$ cat src/rtl/rxdc_pkg.sv
package rxdc_pkg;

  // Word positions inside one descriptor.
  localparam int unsigned WORD_LO   = 0;
  localparam int unsigned WORD_CTRL = 1;
  localparam int unsigned WORD_SIZE = 2;

  typedef enum logic [3:0] {
    S_IDLE, S_POLL, S_CHECK, S_GETLO, S_GETSZ, S_RUN,
    S_CHAIN, S_CHECKN, S_WB, S_RDLO, S_DROP
  } rxState_t;

  // Strobes from control to datapath.
  typedef struct packed {
    logic loadCur;   // current high address byte from read data
    logic loadNext;  // next descriptor's high address byte from read data
    logic advHdr;    // current <= next
    logic loadLo;    // low address from read data
    logic loadSize;  // buffer size from read data
    logic startBuf;  // clear offset and status for a new buffer
    logic firstBuf;  // value of first-buffer mark at startBuf
    logic incOff;    // a byte was stored
    logic setEnd;    // frame ended in this buffer
    logic setOflo;
    logic setBuff;
  } dpCtl_t;

endpackage

$ cat src/rtl/rxdc_datapath.sv
module rxdc_datapath
  import rxdc_pkg::*;
(
  input  logic        clk,
  input  logic        rstN,
  input  dpCtl_t      ctl,
  input  logic [15:0] rdWord,
  input  logic        fcsBad,
  input  logic        dribble,
  input  logic        loopback,
  output logic [23:0] bufAddr,
  output logic [11:0] bufOffset,
  output logic        lastSlot,
  output logic [15:0] wbWord
);

  logic [7:0]  curHadr, nextHadr;
  logic [15:0] bufLo;
  logic [11:0] bufSize, offset;
  logic        stFram, stOflo, stCrc, stBuff, stStp, stEnp;

  always_ff @(posedge clk) begin
    if (!rstN) begin
      curHadr  <= '0;
      nextHadr <= '0;
      bufLo    <= '0;
      bufSize  <= '0;
      offset   <= '0;
      stFram   <= 1'b0;
      stOflo   <= 1'b0;
      stCrc    <= 1'b0;
      stBuff   <= 1'b0;
      stStp    <= 1'b0;
      stEnp    <= 1'b0;
    end else begin
      if (ctl.loadCur)  curHadr  <= rdWord[7:0];
      if (ctl.advHdr)   curHadr  <= nextHadr;
      if (ctl.loadNext) nextHadr <= rdWord[7:0];
      if (ctl.loadLo)   bufLo    <= rdWord;
      if (ctl.loadSize) bufSize  <= rdWord[11:0];
      if (ctl.startBuf) begin
        offset <= '0;
        stFram <= 1'b0;
        stOflo <= 1'b0;
        stCrc  <= 1'b0;
        stBuff <= 1'b0;
        stEnp  <= 1'b0;
        stStp  <= ctl.firstBuf;
      end else begin
        if (ctl.incOff) offset <= offset + 12'd1;
        if (ctl.setEnd) begin
          stEnp  <= 1'b1;
          stCrc  <= fcsBad;
          stFram <= fcsBad & dribble & ~loopback;
        end
        if (ctl.setOflo) stOflo <= 1'b1;
        if (ctl.setBuff) stBuff <= 1'b1;
      end
    end
  end

  assign bufAddr   = {curHadr, bufLo};
  assign bufOffset = offset;
  assign lastSlot  = (offset + 12'd1) == bufSize;

  // Ownership bit returns to the host; high address byte is kept.
  assign wbWord = {1'b0, (stFram | stOflo | stCrc | stBuff), stFram, stOflo,
                   stCrc, stBuff, stStp, stEnp, curHadr};

endmodule

$ cat src/rtl/rxdc_control.sv
module rxdc_control
  import rxdc_pkg::*;
#(
  parameter int unsigned ADDR_W = 16,
  parameter int unsigned IDX_W  = 3
) (
  input  logic              clk,
  input  logic              rstN,
  input  logic [ADDR_W-1:0] ringBase,
  input  logic              rxValid,
  input  logic              rxSof,
  input  logic              rxEof,
  input  logic              rxFifoOvf,
  input  logic              rdOwn,
  input  logic              lastSlot,
  output logic              rxReady,
  output logic              memEn,
  output logic              memWe,
  output logic [ADDR_W-1:0] memAddr,
  output logic              bufWe,
  output dpCtl_t            ctl
);

  rxState_t         state, nxt;
  logic [IDX_W-1:0] idx, idxNext1;
  logic             newFrame, chainOvf, afterMore, afterDrop;
  logic             wbMore, wbDrop, ovfNow;

  function automatic logic [ADDR_W-1:0] wordAddr(input logic [IDX_W-1:0] i,
                                                 input int unsigned w);
    return ringBase + ADDR_W'({i, 2'b00}) + ADDR_W'(w);
  endfunction

  assign idxNext1 = idx + 1'b1;
  assign ovfNow   = chainOvf | rxFifoOvf;

  always_comb begin
    nxt     = state;
    ctl     = '0;
    memEn   = 1'b0;
    memWe   = 1'b0;
    memAddr = ringBase;
    rxReady = 1'b0;
    bufWe   = 1'b0;
    wbMore  = 1'b0;
    wbDrop  = 1'b0;
    unique case (state)
      S_IDLE: begin
        rxReady = rxValid & ~rxSof;  // stray bytes outside a frame are dropped
        if (rxValid && rxSof) nxt = S_POLL;
      end
      S_POLL: begin
        memEn = 1'b1; memAddr = wordAddr(idx, WORD_CTRL); nxt = S_CHECK;
      end
      S_CHECK: begin
        if (rdOwn) begin
          ctl.loadCur = 1'b1;
          memEn = 1'b1; memAddr = wordAddr(idx, WORD_LO); nxt = S_GETLO;
        end else nxt = S_DROP;
      end
      S_RDLO: begin
        memEn = 1'b1; memAddr = wordAddr(idx, WORD_LO); nxt = S_GETLO;
      end
      S_GETLO: begin
        ctl.loadLo = 1'b1;
        memEn = 1'b1; memAddr = wordAddr(idx, WORD_SIZE); nxt = S_GETSZ;
      end
      S_GETSZ: begin
        ctl.loadSize = 1'b1; ctl.startBuf = 1'b1; ctl.firstBuf = newFrame;
        nxt = S_RUN;
      end
      S_RUN: begin
        rxReady = 1'b1;
        if (rxFifoOvf) begin
          ctl.setOflo = 1'b1;
          wbDrop = ~(rxValid & rxEof);
          nxt = S_WB;
        end else if (rxValid) begin
          bufWe = 1'b1; ctl.incOff = 1'b1;
          if (rxEof) begin
            ctl.setEnd = 1'b1; nxt = S_WB;
          end else if (lastSlot) nxt = S_CHAIN;
        end
      end
      S_CHAIN: begin
        memEn = 1'b1; memAddr = wordAddr(idxNext1, WORD_CTRL); nxt = S_CHECKN;
      end
      S_CHECKN: begin
        ctl.loadNext = 1'b1;
        if (!rdOwn || ovfNow) begin
          ctl.setBuff = 1'b1;
          ctl.setOflo = ~rdOwn & ovfNow;
          wbDrop = 1'b1;
        end else wbMore = 1'b1;
        nxt = S_WB;
      end
      S_WB: begin
        memEn = 1'b1; memWe = 1'b1; memAddr = wordAddr(idx, WORD_CTRL);
        ctl.advHdr = afterMore;
        nxt = afterMore ? S_RDLO : (afterDrop ? S_DROP : S_IDLE);
      end
      S_DROP: begin
        rxReady = 1'b1;
        if (rxValid && rxEof) nxt = S_IDLE;
      end
      default: nxt = S_IDLE;
    endcase
  end

  always_ff @(posedge clk) begin
    if (!rstN) begin
      state     <= S_IDLE;
      idx       <= '0;
      newFrame  <= 1'b0;
      chainOvf  <= 1'b0;
      afterMore <= 1'b0;
      afterDrop <= 1'b0;
    end else begin
      state <= nxt;
      if (state == S_IDLE && nxt == S_POLL) newFrame <= 1'b1;
      if (state == S_GETSZ) newFrame <= 1'b0;
      if (state == S_RUN) chainOvf <= 1'b0;
      if (state == S_CHAIN && rxFifoOvf) chainOvf <= 1'b1;
      if (nxt == S_WB && state != S_WB) begin
        afterMore <= wbMore;
        afterDrop <= wbDrop;
      end
      if (state == S_WB) idx <= idxNext1;
    end
  end

endmodule

$ cat src/rtl/rxdc_engine.sv
module rxdc_engine
  import rxdc_pkg::*;
#(
  parameter int unsigned ADDR_W    = 16,
  parameter int unsigned RING_LOG2 = 3
) (
  input  logic              clk,
  input  logic              rstN,
  input  logic [ADDR_W-1:0] ringBase,
  input  logic              rxValid,
  input  logic [7:0]        rxData,
  input  logic              rxSof,
  input  logic              rxEof,
  input  logic              rxFcsBad,
  input  logic              rxDribble,
  input  logic              rxFifoOvf,
  input  logic              rxLoopback,
  output logic              rxReady,
  output logic              memEn,
  output logic              memWe,
  output logic [ADDR_W-1:0] memAddr,
  output logic [15:0]       memWdata,
  input  logic [15:0]       memRdata,
  output logic [23:0]       bufAddr,
  output logic [11:0]       bufOffset,
  output logic [7:0]        bufData,
  output logic              bufWe
);

  localparam int unsigned IDX_W = (RING_LOG2 < 1) ? 1 : RING_LOG2;

  dpCtl_t ctl;
  logic   lastSlot;

  rxdc_control #(.ADDR_W(ADDR_W), .IDX_W(IDX_W)) i_ctrl (
    .clk(clk), .rstN(rstN), .ringBase(ringBase),
    .rxValid(rxValid), .rxSof(rxSof), .rxEof(rxEof), .rxFifoOvf(rxFifoOvf),
    .rdOwn(memRdata[15]), .lastSlot(lastSlot),
    .rxReady(rxReady), .memEn(memEn), .memWe(memWe), .memAddr(memAddr),
    .bufWe(bufWe), .ctl(ctl)
  );

  rxdc_datapath i_dp (
    .clk(clk), .rstN(rstN), .ctl(ctl), .rdWord(memRdata),
    .fcsBad(rxFcsBad), .dribble(rxDribble), .loopback(rxLoopback),
    .bufAddr(bufAddr), .bufOffset(bufOffset), .lastSlot(lastSlot),
    .wbWord(memWdata)
  );

  assign bufData = rxData;

endmodule

$ cat config.mk
export PLATFORM = sky130hd
export DESIGN_NAME = rxdc_engine
export DESIGN_NICKNAME = d
export VERILOG_FILES = /design/src/rtl/rxdc_pkg.sv /design/src/rtl/rxdc_datapath.sv /design/src/rtl/rxdc_control.sv /design/src/rtl/rxdc_engine.sv
export SDC_FILE = /design/constraint.sdc
export NUM_CORES = 1
export LEC_CHECK = 0
export CORE_AREA = 4 4 160 85
export CTS_CLUSTER_SIZE = 8
export DETAILED_ROUTE_END_ITERATION = 6
export DIE_AREA = 0 0 164 89
export PLACE_DENSITY = 0.74
export SLEW_MARGIN = 25
export SYNTH_ARGS = -nofsm -noshare
export SYNTH_HDL_FRONTEND = slang
export SYNTH_SLANG_ARGS = --single-unit
$ cat constraint.sdc
create_clock -name clk -period 4.5 [get_ports clk]
set_input_delay 1.125 -clock clk [delete_from_list [all_inputs] [get_ports clk]]
set_output_delay 1.125 -clock clk [all_outputs]
set_load 0.02 [all_outputs]
Yosys cells after proc, flatten, opt, wreduce, memory -nomap -nowiden
Cells that the tools add are included.

storage, ports and cells
  input bits = 49
  output and inout port bits = 80
  logic and storage cells = 108
  register bits after elaboration = 73

cells by class
  add/sub/neg operators = 7
  mux-type cells = 41
  equal/unequal tests = 14
  bitwise logic cells = 14
  reductions and logical operators = 15

operator list
  kind                     number
  $pmux W16 S5             1
  $pmux W4 S11             1
  $mux W4                  9
  $add A16 B1 Y16 const B  2
  $add A16 B5 Y16          2
  $mux W1                  18
  $add A16 B2 Y16 const B  1
  $eq A4 B3 Y1 const B     4
  $eq A4 B4 Y1 const B     4
  $mux W16                 1
  $mux W8                  2
  $add A12 B1 Y12 const B  1
  $eq A12 B12 Y1           1
  $eq A4 B1 Y1 const B     2
  $eq A4 B2 Y1 const B     2
  $mux W2                  4
  $pmux W1 S2              4
  $reduce_or A2 Y1         4
  $and A1 B1 Y1            5
  $logic_and A1 B1 Y1      5
  $not A1 Y1               5
  $reduce_or A5 Y1         1
  $logic_not A4 Y1         1
  $ne A4 B4 Y1 const B     1
  6 further kinds          10

Depth between registers and ports, before layout
  word-level depth = 9
  gate-level depth with buffers = 9
  depth with buffers taken out = 9

Modules after synthesis
Synthesis repeated with hierarchy kept, for this count alone.

second synthesis, totals
  cells, all modules = 720
  area, all modules = 5625.4 µm²

by module, submodules not included
  module         instances  cells each  area an instance (µm²)
  rxdc_datapath  1          295         2870.3
  rxdc_control   1          417         2695.1
  rxdc_engine    1          8           60.1

Least setup slack after synthesis
No wires, ideal clock.

  path kind = input -> output
  start point = in ringBase[2]
  end point = out memAddr[14]
  slack = -192 ps
  data arrival time = 3567 ps
  stages = 8
  data required time = 3375 ps
  cells stage by stage = ha_1 > fa_1 > a21oi_2 > nor2_1 > a311oi_4 > a2111oi_4 > or3_1 > a41oi_1

between the ends
  cells in the longest elaborated chain, start to end = 3
  elaborated cells on any way between the ends = 7
  classes of those cells = 5 x add/sub; 2 x mux

ends and longest elaborated chain
  element                                  RTL line            source
  from (decl)                              rxdc_engine.sv:9    input logic [ADDR_W-1:0] ringBase,
  $add A16 B5 Y16                          rxdc_control.sv:31  return ringBase + ADDR_W'({i, 2'b00}) + ADDR_W'(w);
  $add A16 B1 Y16 (tied with other cells)  rxdc_control.sv:31
  $pmux W16 S5 (*)                         rxdc_control.sv:47  unique case (state)
  to (decl)                                rxdc_engine.sv:21   output logic [ADDR_W-1:0] memAddr,

Every way passes the cells marked *; elsewhere a longest branch is shown, timed or not.

Worst setup path in the final report
  start point = in ringBase[2]
  end point = out memAddr[11]

The elaborated chain is that of the path after synthesis.

==> impl_metrics.env <==
export IMPL_grt_ovfl_total=0
export IMPL_grt_use_total_pct=29.6
export IMPL_cts_sinks=73
export IMPL_antennaDiodeCount=0
export IMPL_filler_cell_count=1077
export IMPL_met3WireLength_mm=2.93
export IMPL_highest_layer="met4"
export IMPL_drt_iter0_markers=702
export IMPL_drc=0
export IMPL_path_clk_slew_ps=60
export IMPL_stdcell_count=1089
export IMPL_min_path_cells=2
export IMPL_violations="setup timing"
export IMPL_h_tree_depth=3
export IMPL_die_h_um=89
export IMPL_cts_buffers=9
export IMPL_layout_commonest_cell="buf_4"
export IMPL_final_area_sq_um=8020
export IMPL_reg2reg_slack_ps=1830
export IMPL_clock_power_share_pct=37.1
export IMPL_fmax_ghz=0.212
export IMPL_setup_slack_ps=-220
export IMPL_worst_setup_path_end_kind="output port"
export IMPL_placed_cell_area_sq_um=7390
export IMPL_yosysWarnings=0
export IMPL_dp_worst_setup_slack_ps=-1180
export IMPL_antenna_found_initial=0
export IMPL_syn_inst=728
export IMPL_ys_seq_elements=73
export IMPL_power_density_nw_per_um2=240
export IMPL_drt_first_pass_iters=5
export IMPL_r2r_end="i_ctrl.state[0]"
export IMPL_synth_top_area_cell="dfxtp_1"
export IMPL_die_area_sq_um=14600
export IMPL_synthesis_nets=788
export IMPL_pwr_share_seq_pct=34.4
export IMPL_synthArstFlopShare_pct=0
export IMPL_die_w_um=164
export IMPL_drv_cap=0
export IMPL_p_int_uw=1350
export IMPL_start_util_pct=45.0
export IMPL_swShare_pct=30.0
export IMPL_syn_avg_cell_area_sq_um=7.57
export IMPL_vias=6314
export IMPL_grt_start_max_net_pins=34
export IMPL_clkLatencyLatePin_ps=340
export IMPL_cp_data_required_time_ps=3380
export IMPL_ir_drop_mv=0.160
export IMPL_synth_flop_cell="dfxtp_1"
export IMPL_synth_edff_count=0
export IMPL_leakage_uw=0.00309
export IMPL_rsz0062_at_grt="yes"
export IMPL_avgRoutedWirePerCell_um=20.0
export IMPL_rows=29
export IMPL_finalCritPeriodShare_pct=105
export IMPL_drtAntennaViolNets=0
export IMPL_net_switching_power_uw=579
export IMPL_finalClockSkew_ps=5.28
export IMPL_place_congestion=1.01
export IMPL_wl_met1_mm=10.9
export IMPL_setup_viol=9
export IMPL_whs_endpoint="i_ctrl.newFrame"
export IMPL_r2r_start="i_dp.bufOffset[0]"
export IMPL_hp_class="reg -> reg"
export IMPL_relSlewSlack_pct=36.2
export IMPL_worst_setup_path_start_kind="primary input"
export IMPL_synth_distinct_cells=84
export IMPL_comb_power_share_pct=28.5
export IMPL_syn_to_final_growth_pct=45.5
export IMPL_port_buffers=111
export IMPL_cp_arrival_ps=3590
export IMPL_final_hold_violation_count=0
export IMPL_layout_common_cells="buf_4 (135), nand2_1 (120), clkdlybuf4s50_1 (90)"
export IMPL_tightest_slew_ps=953
export IMPL_yosysSeqAreaShare_pct=26.5
export IMPL_wl_mm=21.8
export IMPL_wl_met2_mm=7.89
export IMPL_grt_pass1_wl_mm=33.2
export IMPL_postCtsHoldBufs=0
export IMPL_fin_total_pwr_uw=1930
export IMPL_clk_path_buf_depth=2
export IMPL_status="finished, violations left"
export IMPL_cts_tree="built"
export IMPL_path_max_fanout=6
export IMPL_synthTopCellsByArea="dfxtp_1 (27%), nand2_1 (8.2%), a21boi_0 (6.7%), xor2_1 (4.0%), a21oi_1 (3.3%)"
export IMPL_cts_root_buf="clkbuf_16"
export IMPL_dp_hpwl_mm=17.1
export IMPL_via_per_inst=5.80
export IMPL_placed_cells=1055
export IMPL_hold_start="i_ctrl.newFrame"
export IMPL_critPathKind="in -> out"
export IMPL_grt_pass1_vias=5840
export IMPL_timing_final_crit_period_ps=4720
export IMPL_synthDominantCellAreaShare_pct=26.5
export IMPL_nNetsFinal=974
export IMPL_ioPinCount=129
export IMPL_core_area_sq_um=12300
export IMPL_drive_gt1_share_pct=24.0
export IMPL_r2r_cells=7
export IMPL_netlist_area_sq_um=5510
export IMPL_slew_violations=0
[cell usage after synthesis, types with 5 or more instances]
cell / instances
nor2_1: 44
xnor2_1: 19
a31oi_1: 8
nor4_1: 7
o22ai_1: 5
and2_1: 8
nand3_1: 24
o21a_1: 6
buf_4: 23
a22oi_1: 8
buf_1: 7
nand2_1: 120
ha_1: 10
and3_1: 5
a211o_1: 5
nand2b_1: 11
o221ai_1: 5
o21ai_0: 23
or3_1: 5
nor2b_1: 12
a21oi_1: 36
dfxtp_1: 73
clkbuf_1: 28
a21boi_0: 49
nand4_1: 11
buf_2: 10
xor2_1: 25
inv_1: 13
nor3_1: 19
[registers in the layout, summed over array words and instances, names as in the netlist, 3 cells and up]
| name | cells |
|---|---|
| i_dp.bufSize | 12 |
| i_ctrl.idx | 3 |
| i_dp.bufOffset | 12 |
| i_ctrl.state | 4 |
| i_dp.curHadr | 8 |
| i_dp.bufLo | 16 |
| i_dp.nextHadr | 8 |
[cell families (layout without fill, tap and decap cells)]
group	Yosys count	in the layout	share of synthesized area, %
adders and majority gates	12	12	2.81
and+or+nand+nor	305	305	28.1
buffers and inverters	88	279	8.26
xor gates and xnor gates	44	44	6.99
DFF	73	73	26.5
other	1	1	0.0680
AOI/OAI and AO/OA	201	201	26.5
muxes	4	4	0.726
[layout make-up]
| type | instances | area [sq um] | share of cell area [%] |
|---|---|---|---|
| timing repair buffer | 249 | 2180 | 27.2 |
| clock buffer | 10 | 239 | 2.98 |
| multi-input combinational | 567 | 3810 | 47.6 |
| clock inverter | 6 | 57.6 | 0.718 |
| inverter | 14 | 52.6 | 0.655 |
| sequential | 73 | 1460 | 18.2 |
| tap | 170 | 213 | 2.65 |
[layer usage]
layer,vias to the layer above,track usage (%)
met5,-,0
met4,0,3.42
met3,19,12.8
met2,346,38.2
met1,2985,45.4
li1,2964,-
[metrics by stage]
step	setup TNS, ps	hold WS (ps)	utilization (%)
after floorplan	0	426	-
after global placement	-10960	439	60.3
after detailed placement	-11740	450	60.3
after CTS	-1300	460	64.7
after global routing	-1880	481	65.4
final	-1290	462	65.4
[worst max path at each step]
stage	start	to	cells after the start
floorplan	ringBase[2]	memAddr[11]	8
global placement	ringBase[2]	memAddr[11]	11
detailed placement	ringBase[2]	memAddr[14]	11
CTS	ringBase[2]	memAddr[11]	12
global route	ringBase[2]	memAddr[15]	14
finish	ringBase[2]	memAddr[11]	12
[critical path, cell delays in order]
cell	delay [ps]
buf_8	80
ha_4	130
fa_2	340
a21oi_4	100
buf_6	150
buf_6	120
or3_4	350
a2111oi_4	440
nand4b_1	180
a211oi_2	260
o221ai_2	150
buf_4	180
[power by group through the flow]
stage	Combinational (uW)	Sequential, uW	Clock [uW]
after global routing	583	664	749
after CTS	525	663	722
final	550	664	714
after global placement	505	676	0
after floorplan	257	677	0
after detailed placement	510	677	0
[repair_timing]
item                                    4_1_cts  5_1_grt
endpoints found under the setup margin       14       14
resized for setup                            99       28
setup buffers                                15        3
pin swaps                                    23        8
No activity file was read; power rests on OpenSTA's default activity.
